## config.mk

```make
export PLATFORM = sky130hd
export DESIGN_NAME = lamp_shift_rx
export DESIGN_NICKNAME = d
export VERILOG_FILES = /design/src/rtl/lamp_rx_pkg.sv /design/src/rtl/lamp_rx_sync.sv /design/src/rtl/lamp_rx_ctrl.sv /design/src/rtl/lamp_rx_chain.sv /design/src/rtl/lamp_shift_rx.sv
export SDC_FILE = /design/constraint.sdc
export NUM_CORES = 1
export LEC_CHECK = 0
export ABC_AREA = 1
export CAP_MARGIN = 10
export CORE_MARGIN = 2
export CORE_UTILIZATION = 45
export CTS_CLUSTER_SIZE = 25
export DETAILED_ROUTE_END_ITERATION = 12
export DONT_BUFFER_PORTS = 1
export MAX_ROUTING_LAYER = met4
export PLACE_DENSITY = 0.69
export SYNTH_ARGS = -nofsm -noshare
export SYNTH_HDL_FRONTEND = slang
export SYNTH_HIERARCHICAL = 1
export SYNTH_SLANG_ARGS = --single-unit
```

## constraint.sdc

```tcl
create_clock -name clk -period 1.65 [get_ports clk]
set_clock_uncertainty 0.05 [all_clocks]
set_input_delay 0.165 -clock clk [delete_from_list [all_inputs] [get_ports clk]]
set_output_delay 0.165 -clock clk [all_outputs]
set_load 0.1 [all_outputs]
```

## src/rtl/lamp_rx_pkg.sv

```systemverilog
package lamp_rx_pkg;
  typedef enum logic [1:0] {
    ST_IDLE = 2'd0,
    ST_RUN  = 2'd1,
    ST_HOLD = 2'd2
  } rx_state_t;

  localparam int unsigned GROUP_W = 8;
endpackage

```

## src/rtl/lamp_rx_sync.sv

```systemverilog
module lamp_rx_sync (
  input  logic clk,
  input  logic rst_n,
  input  logic rx_i,
  output logic rx_s,
  output logic fall
);
  logic meta_q, sync_q, prev_q;

  always_ff @(posedge clk or negedge rst_n) begin
    if (!rst_n) begin
      meta_q <= 1'b1;
      sync_q <= 1'b1;
      prev_q <= 1'b1;
    end else begin
      meta_q <= rx_i;
      sync_q <= meta_q;
      prev_q <= sync_q;
    end
  end

  assign rx_s = sync_q;
  assign fall = prev_q & ~sync_q;
endmodule

```

## src/rtl/lamp_rx_ctrl.sv

```systemverilog
module lamp_rx_ctrl
  import lamp_rx_pkg::*;
#(
  parameter int unsigned CLKS_PER_BIT = 868
) (
  input  logic clk,
  input  logic rst_n,
  input  logic fall,
  output logic shift_en,
  output logic busy
);
  localparam int unsigned FIRST_LD = CLKS_PER_BIT + CLKS_PER_BIT / 2 - 1;
  localparam int unsigned FULL_LD  = CLKS_PER_BIT - 1;
  localparam int unsigned TW       = $clog2(FIRST_LD + 1);

  rx_state_t       state_q, state_d;
  logic [TW-1:0]   tmr_q, tmr_d;
  logic [2:0]      cnt_q, cnt_d;
  logic            tick;

  assign tick = (state_q != ST_IDLE) && (tmr_q == '0);

  always_comb begin
    state_d  = state_q;
    tmr_d    = tmr_q;
    cnt_d    = cnt_q;
    shift_en = 1'b0;
    case (state_q)
      ST_IDLE: begin
        if (fall) begin
          state_d = ST_RUN;
          tmr_d   = TW'(FIRST_LD);
          cnt_d   = '0;
        end
      end
      ST_RUN: begin
        if (tick) begin
          shift_en = 1'b1;
          tmr_d    = TW'(FULL_LD);
          cnt_d    = cnt_q + 3'd1;
          if (cnt_q == 3'd7) state_d = ST_HOLD;
        end else begin
          tmr_d = tmr_q - TW'(1);
        end
      end
      ST_HOLD: begin
        if (tick) state_d = ST_IDLE;
        else      tmr_d   = tmr_q - TW'(1);
      end
      default: state_d = ST_IDLE;
    endcase
  end

  always_ff @(posedge clk or negedge rst_n) begin
    if (!rst_n) begin
      state_q <= ST_IDLE;
      tmr_q   <= '0;
      cnt_q   <= '0;
    end else begin
      state_q <= state_d;
      tmr_q   <= tmr_d;
      cnt_q   <= cnt_d;
    end
  end

  assign busy = (state_q == ST_RUN);
endmodule

```

## src/rtl/lamp_rx_chain.sv

```systemverilog
module lamp_rx_chain
  import lamp_rx_pkg::*;
#(
  parameter int unsigned GROUPS = 4
) (
  input  logic                        clk,
  input  logic                        rst_n,
  input  logic                        en,
  input  logic                        din,
  output logic [GROUPS*GROUP_W-1:0]   q
);
  for (genvar g = 0; g < GROUPS; g++) begin : g_grp
    logic [GROUP_W-1:0] grp_q;
    logic               sin;

    if (g == 0) begin : g_head
      assign sin = din;
    end else begin : g_link
      assign sin = q[g*GROUP_W-1];
    end

    always_ff @(posedge clk or negedge rst_n) begin
      if (!rst_n)  grp_q <= '0;
      else if (en) grp_q <= {grp_q[GROUP_W-2:0], sin};
    end

    assign q[g*GROUP_W +: GROUP_W] = grp_q;
  end
endmodule

```

## src/rtl/lamp_shift_rx.sv

```systemverilog
module lamp_shift_rx
  import lamp_rx_pkg::*;
#(
  parameter int unsigned CLK_HZ = 50_000_000,
  parameter int unsigned BAUD   = 57_600,
  parameter int unsigned GROUPS = 4
) (
  input  logic                      clk,
  input  logic                      rst_n,
  input  logic                      rx_i,
  output logic [GROUPS*8-1:0]       chan_o
);
  localparam int unsigned CLKS_PER_BIT = (CLK_HZ + BAUD / 2) / BAUD;
  localparam int unsigned CH           = GROUPS * GROUP_W;

  logic          rst_m_q, rst_s_q;
  logic          rx_s, fall, shift_en, busy;
  logic [CH-1:0] chain_q;

  always_ff @(posedge clk or negedge rst_n) begin
    if (!rst_n) begin
      rst_m_q <= 1'b0;
      rst_s_q <= 1'b0;
    end else begin
      rst_m_q <= 1'b1;
      rst_s_q <= rst_m_q;
    end
  end

  lamp_rx_sync u_sync (
    .clk  (clk),
    .rst_n(rst_s_q),
    .rx_i (rx_i),
    .rx_s (rx_s),
    .fall (fall)
  );

  lamp_rx_ctrl #(.CLKS_PER_BIT(CLKS_PER_BIT)) u_ctrl (
    .clk     (clk),
    .rst_n   (rst_s_q),
    .fall    (fall),
    .shift_en(shift_en),
    .busy    (busy)
  );

  lamp_rx_chain #(.GROUPS(GROUPS)) u_chain (
    .clk  (clk),
    .rst_n(rst_s_q),
    .en   (shift_en),
    .din  (rx_s),
    .q    (chain_q)
  );

  assign chan_o = ~chain_q;
endmodule

```

**After elaboration in Yosys (flattened, before gate mapping)**

Index checks and enable logic that the tools add are counted.

- Register bits: 53
- Input bits: 3
- Output and inout port bits: 32
- Logic and storage cells: 48

- Add/sub/neg operators: 2
- Eq/ne operators: 8
- Multiplexer cells: 14
- Bitwise operators: 3
- Reductions and logical operators: 9

Operator list:

| cell | count |
|---|---|
| 11-bit 2-to-1 mux | 3 |
| 11-bit case mux with 3 select lines | 1 |
| 32-bit inverter | 1 |
| 11-bit logical NOT | 1 |
| 11-bit by 1-bit subtractor with 11-bit output, second input constant | 1 |
| 2-bit 2-to-1 mux | 4 |
| 3-bit 2-to-1 mux | 2 |
| 2-bit by 1-bit inequality test with 1-bit output, second input constant | 3 |
| 2-bit case mux with 3 select lines | 1 |
| 3-bit case mux with 2 select lines | 1 |
| 3-bit AND reduction | 2 |
| 2-bit inequality test, second input constant | 2 |
| 4-bit AND reduction | 1 |
| 2-bit nonzero test | 2 |
| 3-bit by 1-bit adder with 3-bit output, second input constant | 1 |
| 3-bit == test, second input constant | 1 |
| 3-bit nonzero test | 1 |
| 2-bit by 1-bit == test with 1-bit output, second input constant | 1 |
| 2-bit == test, second input constant | 1 |
| 2-bit logical NOT | 1 |
| 1-bit 2-to-1 mux | 2 |
| 1-bit bitwise AND | 1 |
| 1-bit logical AND | 1 |
| 1-bit inverter | 1 |

**Longest topological paths before layout**

- Depth in word-level cells: 4
- Depth in mapped cells: 12
- Depth with buffers taken out: 10

**Modules after synthesis**

The synthesis kept the hierarchy.

By module, submodules not included:

| module | times used | cells an instance | area each (sq um) | seq. area each (sq um) |
|---|---|---|---|---|
| lamp_rx_chain | 1 | 136 | 1297.5 | 800.8 |
| lamp_rx_ctrl | 1 | 152 | 1123.6 | 400.4 |
| lamp_shift_rx | 1 | 35 | 173.9 | 50.0 |
| lamp_rx_sync | 1 | 5 | 88.8 | 78.8 |

**Worst setup path before layout**

OpenSTA, ideal clock, no wires.

- Path type: register -> register
- Start: register u_ctrl.state_q[0]
- End: register u_chain.g_grp[0].grp_q[7]
- Library setup time: 116 ps
- Arrival time: 1596 ps
- Required time: 1484 ps
- Path slack: -112 ps
- Cell stages (with the launch flop): 13
- Buffers on the path: 2
- Clock period less this slack: 1762 ps
- Path through: dfrtp_1 inv_1 ha_1 inv_1 nand2_1 nor2_2 nand3_2 inv_2 buf_6 inv_8 buf_12 nand2_2 nand2_1

- Word-level cells in the longest chain between the ends: 4
- Elaborated cells between the ends (all ways): 5
- Classes of those cells: eq/ne: 1; mux: 2; reduce/logical: 2

Ends and longest elaborated chain:

| what | RTL line | RTL |
|---|---|---|
| from (decl) | lamp_rx_ctrl.sv:16 | `rx_state_t state_q, state_d;` |
| from (signal assigned) | lamp_rx_ctrl.sv:60 | `state_q <= state_d;` |
| 2-bit nonzero test | lamp_rx_ctrl.sv:21 | `assign tick = (state_q != ST_IDLE) && (tmr_q == '0);` |
| 1-bit logical AND | lamp_rx_ctrl.sv:21 |  |
| 1-bit 2-to-1 mux | lamp_rx_ctrl.sv:37 | `if (tick) begin` |
| 1-bit 2-to-1 mux * | lamp_rx_ctrl.sv:28 | `case (state_q)` |
| named net shift_en | lamp_shift_rx.sv:17 | `logic rx_s, fall, shift_en, busy;` |
| to (signal assigned) | lamp_rx_chain.sv:24 | `else if (en) grp_q <= {grp_q[GROUP_W-2:0], sin};` |
| to (decl) | lamp_rx_chain.sv:13 | `logic [GROUP_W-1:0] grp_q;` |

The timed path passes the listed nets; every way through them passes the cells marked *.
A chain may end at the register's enable or synchronous reset.

**Final worst setup path**

Same ends and word-level chain as after synthesis.

==> flow_summary.toml <==
[floorplanning]
rows = 28
die_y_um = 81.2
start_util = 0.459
die_w_um = 81.2
dieArea_sq_um = 6600
ioPinCount = 35
core_sq_um = 5850

[power]
peakVddDrop_mv = 0.686
p_sw_frac = 0.391
power.leakage_nw = 1.73
power_mw = 3.80
p_comb_frac = 0.398
clkPwrFrac = 0.198
power.internal_mw = 2.32
p_seq_frac = 0.404
powerDensity_nw_per_um2 = 1160
power.switching_mw = 1.48

[logic_synthesis]
synth_compound_area_frac = 0.0280
synthTopCellsByArea = "dfrtp_1 47%, nand2_1 19%, inv_1 7.3%"
synth_ff_type = "dfrtp_1"
yosysWarnings = 6
ys_ff_latch = 53
synth-xor-area-share = 0.0163
synth-adder-area-share = 0.0373
async_flop_share = 1.00
synth_top_family_by_area = "simple AND/OR/NAND/NOR gates"
synth_top_area_frac = 0.466
synth_area_leader_cell = "dfrtp_1"
synth.most_common_cell = "nand2_1"
ys_top_cells_by_count = "133 x nand2_1, 52 x inv_1, 50 x dfrtp_1"
synthDistinctLibCells = 26
synth-simple-area-share = 0.306
synth_nets = 339
synth_cells = 328
synthMuxAreaShare = 0
postSynthAreaPerCell_sq_um = 8.18
ys_seq_area_frac = 0.496
synth_edf_count = 0
syn-cell-area_sq_um = 2680

[worst_setup_path]
cp.depth = 10
cp_slowest_cell = "dfrtp_1"
crit_chain = "inv_2 > ha_4 > inv_4 > nand2_4 > nor2_4 > nand3_2 > clkinv_4 > clkbuf_16 > nand2_1 > nand2_1"
path_delay_family = "buffers and inverters"
required_ps = 1860
crit_top_cell = "nand2_1"
slowest_delay_ps = 410
start_kind = "register"
path_buf_inv = 4
cp_max_fo = 10
r2r_cells = 10
crit_arrival_ps = 1820
path_class = "reg2reg"
crit_path_end_kind = "register"
r2r_slack_ps = 50

[placed_design]
routabilityCongestion = 0.887
placed_area_sq_um = 3020
dp_cells = 435
hpwl_um = 3300
portBuffers = 0
dp_slack_ps = -50.4

[grt]
grt_use_total = 0.158
grt_pass1_wl_um = 7840
grt_start_max_net_pins = 52
antenna_found_initial = 0
overflow = 0
grt_pass1_vias = 1812

[clock_tree]
h-tree-depth = 2
clk_pin_slew_ps = 110
cts_tree = "yes"
clk_path_buf_depth = 2
numClockSinks = 53
root_buffer = "clkbuf_8"
cts_made_buffers = 5
clk_latency_ps = 310

[route]
initialDrtViolationCount = 104
drtAntennaViolNets = 0
wire_per_inst_um = 10.9
drt_wl_total_um = 4910
vias_per_cell = 4.53
vias = 2043
dr.pass1.iters = 4
drc_errors = 0

[sta]
fmax_ghz = 0.623
min_period_over_period = 0.973
fin_crit_ps = 1600
drv_slew = 0
worst_slack_ps = 45.1
finalSetupTns_ps = 0
hold_slack_ps = 28.7
rsz0062_at_grt = "true"
setup_viol_count_final = 0
final-hold-violation-count = 0

[cells_and_area]
syn_to_final_growth_pct = 22.1
final_nets = 386
drive_above_1_share = 0.261
antenna_cells = 0
stdcell_area_sq_um = 3280
final_util = 0.560
finalNonFillerCells = 451

[run]
drv_cap = 0

[outcome]
status = "complete, no violations"

[min_path]
hold_path.class = "in2async"
==> flip-flops by register name (all words and copies together) (netlist names) <==
register             flops
rst_s_q                  1
rst_m_q                  1
u_sync/prev_q            1
u_sync/rx_s              1
u_chain/g_grp.grp_q     32
u_ctrl/state_q           2
u_sync/meta_q            1
u_ctrl/cnt_q             3
u_ctrl/tmr_q            11
==> power by group through the flow <==
stage | sequential, mW | combinational (mW) | clock (mW)
after floorplan | 1.56 | 1.07 | 0
after global placement | 1.56 | 1.30 | 0
after detailed placement | 1.56 | 1.33 | 0
after CTS | 1.53 | 1.37 | 0.788
after global routing | 1.55 | 1.70 | 0.835
final | 1.54 | 1.51 | 0.753
==> path summary, 6_finish.rpt <==
kind / startpoint / to
min in group clk: rst_m_q / rst_s_q
worst max register to register: u_ctrl/state_q[0] / u_chain/g_grp[0].grp_q[7]
worst max-delay path: u_ctrl/state_q[0] / u_chain/g_grp[0].grp_q[7]
max in group asynchronous: rst_s_q / u_sync/meta_q
worst min register to register: rst_s_q / u_chain/g_grp[0].grp_q[2]
worst min-delay path: rst_n / rst_m_q
==> what timing repair did <==
action,4_1_cts,5_1_grt
buffers inserted,1,3
pin swaps,0,8
hold buffers,2,0
setup endpoints to repair,19,45
gates cloned,0,2
hold endpoints to repair,3,0
gates resized for setup,3,14
==> metal layers <==
metal	up-vias	wire length [um]	GRT usage	part of all wire
met1	946	2220	0.194	0.45
met4	0	58	0.0508	0.012
li1	1057	-	-	-
met3	5	188	0.0333	0.038
met5	-	0	-	0
met2	35	2440	0.263	0.50
==> cell usage in the layout (no fill, tap or decap), types with 2 or more instances in the layout <==
cell type        n
a21oi_1          3
a21oi_4          2
buf_12           2
buf_4           40
clkbuf_16        2
clkbuf_8         5
clkinv_4         2
dfrtp_1         49
dfstp_2          3
dlygate4sd3_1    2
ha_1             5
ha_4             2
inv_1           48
inv_2            3
inv_4            2
nand2_1        132
nand2_2         14
nand2_4          4
nand3_1         11
nand3_2          2
nor2_1          14
nor2_2           6
nor2_4           2
o21ai_1          6
xor2_1           5
==> final cells by class <==
cell class              count  area, sq um
well taps                  75         93.8
flip-flops and latches     53         1330
clock buffers               5         68.8
inverters                  55          233
fillers                   491         2570
repair buffers             47          425
clock inverters             3         25.0
multi-input cells         213         1100
==> kinds of logic (layout without fill, tap and decap cells) <==
logic type	Yosys count	count (layout)
other cells	1	1
buf+inv	62	110
flops	53	53
compound gates	12	12
simple gates	187	187
fa+ha+maj	8	8
xor+xnor	5	5
Note: power is estimated with default switching activity, not from simulation.
